## config.mk

```make
export PLATFORM = sky130hd
export DESIGN_NAME = chan_silence_flags
export DESIGN_NICKNAME = d
export VERILOG_FILES = /design/src/rtl/chan_silence_pkg.sv /design/src/rtl/silence_tracker.sv /design/src/rtl/chan_silence_flags.sv
export SDC_FILE = /design/constraint.sdc
export NUM_CORES = 1
export LEC_CHECK = 0
export BUFFER_PORTS_ARGS = -buffer_cell sky130_fd_sc_hd__buf_2
export CAP_MARGIN = 5
export CELL_PAD_IN_SITES_DETAIL_PLACEMENT = 0
export CELL_PAD_IN_SITES_GLOBAL_PLACEMENT = 1
export CORE_ASPECT_RATIO = 0.6
export CORE_MARGIN = 4
export CORE_UTILIZATION = 31
export DETAILED_ROUTE_END_ITERATION = 10
export PLACE_DENSITY = 0.75
export SYNTH_ARGS = -nofsm -noshare
export SYNTH_HDL_FRONTEND = slang
export SYNTH_HIERARCHICAL = 1
export SYNTH_SLANG_ARGS = --single-unit
export TNS_END_PERCENT = 10
```

## constraint.sdc

```tcl
create_clock -name clk -period 1.11 [get_ports clk]
set_input_delay 0.111 -clock clk [delete_from_list [all_inputs] [get_ports clk]]
set_output_delay 0.111 -clock clk [all_outputs]
set_load 0.005 [all_outputs]
```

## src/rtl/chan_silence_pkg.sv

```systemverilog
package chan_silence_pkg;
  localparam int NUM_CH = 2;
  typedef enum int {CH_LEFT = 0, CH_RIGHT = 1} chan_e;
endpackage

```

## src/rtl/silence_tracker.sv

```systemverilog
module silence_tracker #(
  parameter int SAMPLE_W = 24,
  parameter int LIMIT    = 1024
) (
  input  logic                clk,
  input  logic                rst_n,
  input  logic                frame_tick,
  input  logic                smp_valid,
  input  logic [SAMPLE_W-1:0] smp_word,
  output logic                silent_flag,
  output logic                signal_seen
);
  localparam int SAT = LIMIT + 1;
  localparam int CW  = $clog2(SAT + 1);
  localparam logic [CW-1:0] SAT_C = CW'(SAT);

  logic [CW-1:0] cnt_q;

  function automatic logic word_has_signal(input logic [SAMPLE_W-1:0] w);
    return |w;
  endfunction

  function automatic logic [CW-1:0] sat_step(input logic [CW-1:0] c);
    return (c == SAT_C) ? SAT_C : c + CW'(1);
  endfunction

  assign signal_seen = smp_valid & word_has_signal(smp_word);

  always_ff @(posedge clk) begin
    if (!rst_n)           cnt_q <= '0;
    else if (signal_seen) cnt_q <= '0;
    else if (frame_tick)  cnt_q <= sat_step(cnt_q);
  end

  assign silent_flag = (cnt_q == SAT_C);

  // count never passes its ceiling
  a_r3_no_overflow: assert property (@(posedge clk) disable iff (!rst_n)
    cnt_q <= SAT_C);
  // once set, flag holds while no signal arrives
  a_r3_flag_holds: assert property (@(posedge clk) disable iff (!rst_n)
    (silent_flag && !signal_seen) |=> silent_flag);
  // a nonzero valid sample drops the flag on the next cycle
  a_r5_signal_clears: assert property (@(posedge clk) disable iff (!rst_n)
    signal_seen |=> !silent_flag);
  // the flag only rises on a strobe
  a_r2_rise_on_tick: assert property (@(posedge clk) disable iff (!rst_n)
    $rose(silent_flag) |-> $past(frame_tick));
  // without a strobe or signal the count is unchanged
  a_r6_idle_stable: assert property (@(posedge clk) disable iff (!rst_n)
    (!frame_tick && !signal_seen) |=> $stable(cnt_q));
endmodule

```

## src/rtl/chan_silence_flags.sv

```systemverilog
module chan_silence_flags
  import chan_silence_pkg::*;
#(
  parameter int SAMPLE_W = 24,
  parameter int LIMIT    = 1024
) (
  input  logic                clk,
  input  logic                rst_n,
  input  logic                frame_tick,
  input  logic                smp_valid_l,
  input  logic                smp_valid_r,
  input  logic [SAMPLE_W-1:0] smp_data_l,
  input  logic [SAMPLE_W-1:0] smp_data_r,
  output logic                zero_l,
  output logic                zero_r
);
  logic [NUM_CH-1:0]               valid_v;
  logic [NUM_CH-1:0][SAMPLE_W-1:0] word_v;
  logic [NUM_CH-1:0]               flag_v;
  logic [NUM_CH-1:0]               seen_v;

  assign valid_v[CH_LEFT]  = smp_valid_l;
  assign valid_v[CH_RIGHT] = smp_valid_r;
  assign word_v[CH_LEFT]   = smp_data_l;
  assign word_v[CH_RIGHT]  = smp_data_r;

  for (genvar c = 0; c < NUM_CH; c++) begin : g_ch
    silence_tracker #(.SAMPLE_W(SAMPLE_W), .LIMIT(LIMIT)) trk_i (
      .clk        (clk),
      .rst_n      (rst_n),
      .frame_tick (frame_tick),
      .smp_valid  (valid_v[c]),
      .smp_word   (word_v[c]),
      .silent_flag(flag_v[c]),
      .signal_seen(seen_v[c])
    );
  end

  assign zero_l = flag_v[CH_LEFT];
  assign zero_r = flag_v[CH_RIGHT];

  // signal on the left alone leaves a high right flag high
  a_r1_right_isolated: assert property (@(posedge clk) disable iff (!rst_n)
    (seen_v[CH_LEFT] && !seen_v[CH_RIGHT] && zero_r) |=> zero_r);
  // signal on the right alone leaves a high left flag high
  a_r1_left_isolated: assert property (@(posedge clk) disable iff (!rst_n)
    (seen_v[CH_RIGHT] && !seen_v[CH_LEFT] && zero_l) |=> zero_l);
endmodule

```

Word-level counts from Yosys, hierarchy flattened --
Cells that the tools add are included.
Operators by class: add/sub/neg operators 2, multipliers 0, div/mod/pow operators 0, order comparisons 0, equality and inequality tests 2, shift operators 0, multiplexer cells 2, bitwise logic cells 3, reductions and logical operators 4
Operators by type and width (count):
- 24-bit OR reduction | 2
- 11-bit by 1-bit adder with 11-bit output (second input constant) | 2
- 11-bit == test (second input constant) | 2
- 11-bit 2-to-1 mux | 2
- 2-bit OR reduction | 2
- 1-bit AND | 2
- 1-bit NOT | 1
Word-level totals: bits in registers 22, bits in latches 0, RAM bits 0, ROM bits 0, input port bits 53, output and inout bits 2, word-level logic and storage cells 15, memories 0

Logic depth before layout (Yosys ltp) --
word-level depth 3, mapped depth 5, mapped depth without buffers 5

Cells and area by module --
The synthesis kept the hierarchy.
By module, submodules not included:
- silence_tracker | instances 2, cells each 75, area each 658.1 µm², seq. area each 220.2 µm²

Worst setup path before layout --
No wires, ideal clock.
kind register to register, from register g_ch[0].trk_i.cnt_q[0], to register g_ch[0].trk_i.cnt_q[10], library setup time 115 ps, arrival 1114 ps, data required time 995 ps, setup slack -120 ps, cell stages (with the launch flop) 6, buffers on the path 0, clock period less this slack 1230 ps, cell sequence dfxtp_1 > ha_1 > nand2_1 > nor4_4 > xnor2_1 > nor2_2
On the way: longest elaborated chain between the ends 2, elaborated cells between the ends (all ways) 3, classes of those cells 1 x add/sub; 1 x eq/ne; 1 x mux
RTL lines:
- from (decl) | line silence_tracker.sv:17 | logic [CW-1:0] cnt_q;
- from (signal assigned) | line silence_tracker.sv:32 | else if (frame_tick) cnt_q <= sat_step(cnt_q);
- 11-bit by 1-bit adder with 11-bit output / 11-bit == test (equally long branches) | line silence_tracker.sv:24 | return (c == SAT_C) ? SAT_C : c + CW'(1);
- 11-bit 2-to-1 mux * | line silence_tracker.sv:24
Every way passes the cells marked *; elsewhere a longest branch is shown, timed or not. A chain may end at the register's enable or synchronous reset.

Worst setup path in the final report --
from register g_ch[1].trk_i.cnt_q[8], to output zero_r
On the way: longest elaborated chain between the ends 1
RTL lines:
- from (decl) | line silence_tracker.sv:17
- from (signal assigned) | line silence_tracker.sv:32
- 11-bit == test | line silence_tracker.sv:35 | assign silent_flag = (cnt_q == SAT_C);
- to (decl) | line chan_silence_flags.sv:15 | output logic zero_r
Every way passes these cells.

==> impl_results.md <==
- Outcome: finished with violations
- Failing checks: setup timing
- CTS H-Tree Depth: 1
- Period utilisation layout: 133%
- Layout Skew: 0.00523 ns
- Critical setup path kind: reg2out
- Hold Fails Final Rpt: 0
- Number of global-route vias before repair: 1475
- Area of the multi-input gates: 928 um^2
- # port buffers: 54
- Crit path largest cell delay: 0.34 ns
- Top-level port count: 55
- FF-to-FF End: g_ch[1].trk_i/cnt_q[1]
- Combinational share of power: 12.2%
- Total power: 1.57 mW
- ANT cells: 0
- Avg Inst Size Synth: 8.98 um^2
- Fin cells: 286
- Biggest regs: g_ch.trk_i/cnt_q x22
- Post-place instance area: 1850 um^2
- Hold path depth: 3
- Die Y: 58.0 um
- Pre-Repair DR Iteration Count: 4
- NumNets Final: 287
- Worst-case clock buffer depth: 2
- Slew margin rel.: 58.0%
- TritonCTS clock tree: yes
- Filler cell count: ~340
- Max Cap Viol: 0
- Switch Pwr: 365 uW
- Slew Viols, Final: 0
- Maximum vdd drop: 0.388 mV
- Placed insts: 278
- Worst-path clk slew: 0.08 ns
- PwrDens: 761 nW/um^2
- Cells after Synth: 144
- Post-Layout Inst Area: 2070 um^2
- CP Data Arrival Time: ~1.4 ns
- Core area: 3850 um^2
- Post-route ant nets: 0
- Share of power burned in registers: between 50% and 60%
- Post-Place Setup Slack: -0.433 ns
- Die ar.: ~5300 um^2
- Share of cells above drive strength 1: 63.3%
- Fmax: just under 0.7 GHz
- CTS Hold Buffers Added: 0
- Setup slack after layout: -0.371 ns
- Critical path's slowest cell: dfxtp_2
- CP Launch Point: g_ch[1].trk_i/cnt_q[8]
- Crit path max fanout: 3
- Clock root cell: clkbuf_8
- Startpoint Class: flop
- Crit path capture type: primary output
- Pin count of the biggest net entering global routing: 13
- Syn-to-layout area delta: 59.9%
- Worst path required time: 1.00 ns
- Synthesized area: 1290 um^2
- Critical path endpoint: zero_r
- Hold_sp: frame_tick
- Grt total ovfl: 0
- Setup TNS Final: -2.84 ns
- Vias: 1338
- Iter 0 DRT Violations: 74
- Drt total wl: 3820 um
- Pleak: roughly 0.84 nW
- Crit-path cells: nor4b_2 -> and4_1 -> buf_4 -> buf_6
- WL/cell: ~13 um
- Sw frac: 23.2%
- HPWL after DPL: 2910 um
- Clock power share: ~37%
- Remaining DRCs: 0
- Sink Count: 22
- Initial antenna violation count: 0
- Die W: 91.4 um
- CTS Buf Count: 3
- Initial core utilization: 33.6%
- P_int: 1.21 mW
- Syn Nets: 201
- Latest clock arrival within the worst-skew pair: 0.26 ns
- Register area: between 400 and 500 um^2
- Synth warn: 6
- Final setup fails: 20
- First-pass GRT wire length: 6410 um
- Largest register FFs: 22
- R2R setup slack: -0.27 ns
- Total Routing Usage GR: between 10 and 15%
- Most flop-heavy register: g_ch.trk_i/cnt_q
- Row count: 17
- Fin util: between 50 and 60%
- Minimum clock period: between 1 and 1.5 ns
- R2r startpoint: g_ch[1].trk_i/cnt_q[8]
- RSZ-0062 raised after global routing: true
- Hold Crit Class: in2reg
- Via-per-instance ratio: 4.68
- Worst Tran Pin Value: around 0.63 ns
- Placer Congestion: 0.797
- Worst hold slack: 0.263 ns
- Worst reg-to-reg path cell count: 5
power groups by stage:
stage	clock (mW)	sequential (mW)	combinational [mW]
3_5_place_dp	0	0.826	0.182
6_report	0.580	0.803	0.192
4_1_cts	0.598	0.805	0.188
3_3_place_gp	0	0.825	0.176
2_1_floorplan	0	0.826	0.0681
5_1_grt	0.634	0.805	0.211
critical path: cells and delay by family (launching register included):
kind | cells | cell delay, ns
flip-flops | 1 | 0.34
buffers and inverters | 2 | 0.20
AND/OR/NAND/NOR | 2 | 0.57
how the worst min path moves through the flow:
stage,to,slack [ns]
final,g_ch[1].trk_i/cnt_q[0],0.26
after detailed placement,g_ch[1].trk_i/cnt_q[0],0.50
after global routing,g_ch[1].trk_i/cnt_q[0],0.29
after global placement,g_ch[1].trk_i/cnt_q[0],0.49
after CTS,g_ch[1].trk_i/cnt_q[0],0.22
after floorplan,g_ch[0].trk_i/cnt_q[0],0.38
area by class of cell:
cell class | instances | area share [%]
Timing Repair Buffer | 85 | 24.9
Tap cell | 57 | 3.45
Clock buffer | 4 | 2.66
Inverter | 8 | 1.45
Multi-Input combinational cell | 110 | 44.9
Sequential cell | 22 | 22.6
cells in the final DEF (no fill, tap or decap), drive strengths merged, types with 4 or more instances in the layout:
cell	count
buf	85
clkbuf	4
dfxtp	22
ha	4
inv	8
nand2	14
nand3	6
nand4	8
nor2	24
nor3	8
nor3b	4
nor4	16
xnor2	12
xor2	6
metal layers:
metal  GRT usage [%]  routed length, um  share of wire (%)  vias to the layer above
met5               0                  0                  0                        -
met4            5.58                 36               0.94                        0
met3            1.95                226                5.9                        4
met2            27.4               1840                 48                       47
met1            17.8               1720                 45                      614
li1                -                  -                  -                      673
repair_timing:
action                                  4_1_cts  5_1_grt
resized for setup                            23        9
pin swaps                                    18        6
endpoints found under the setup margin       24       23
buffers inserted                              4        0
(Power assumes the default switching activity.)
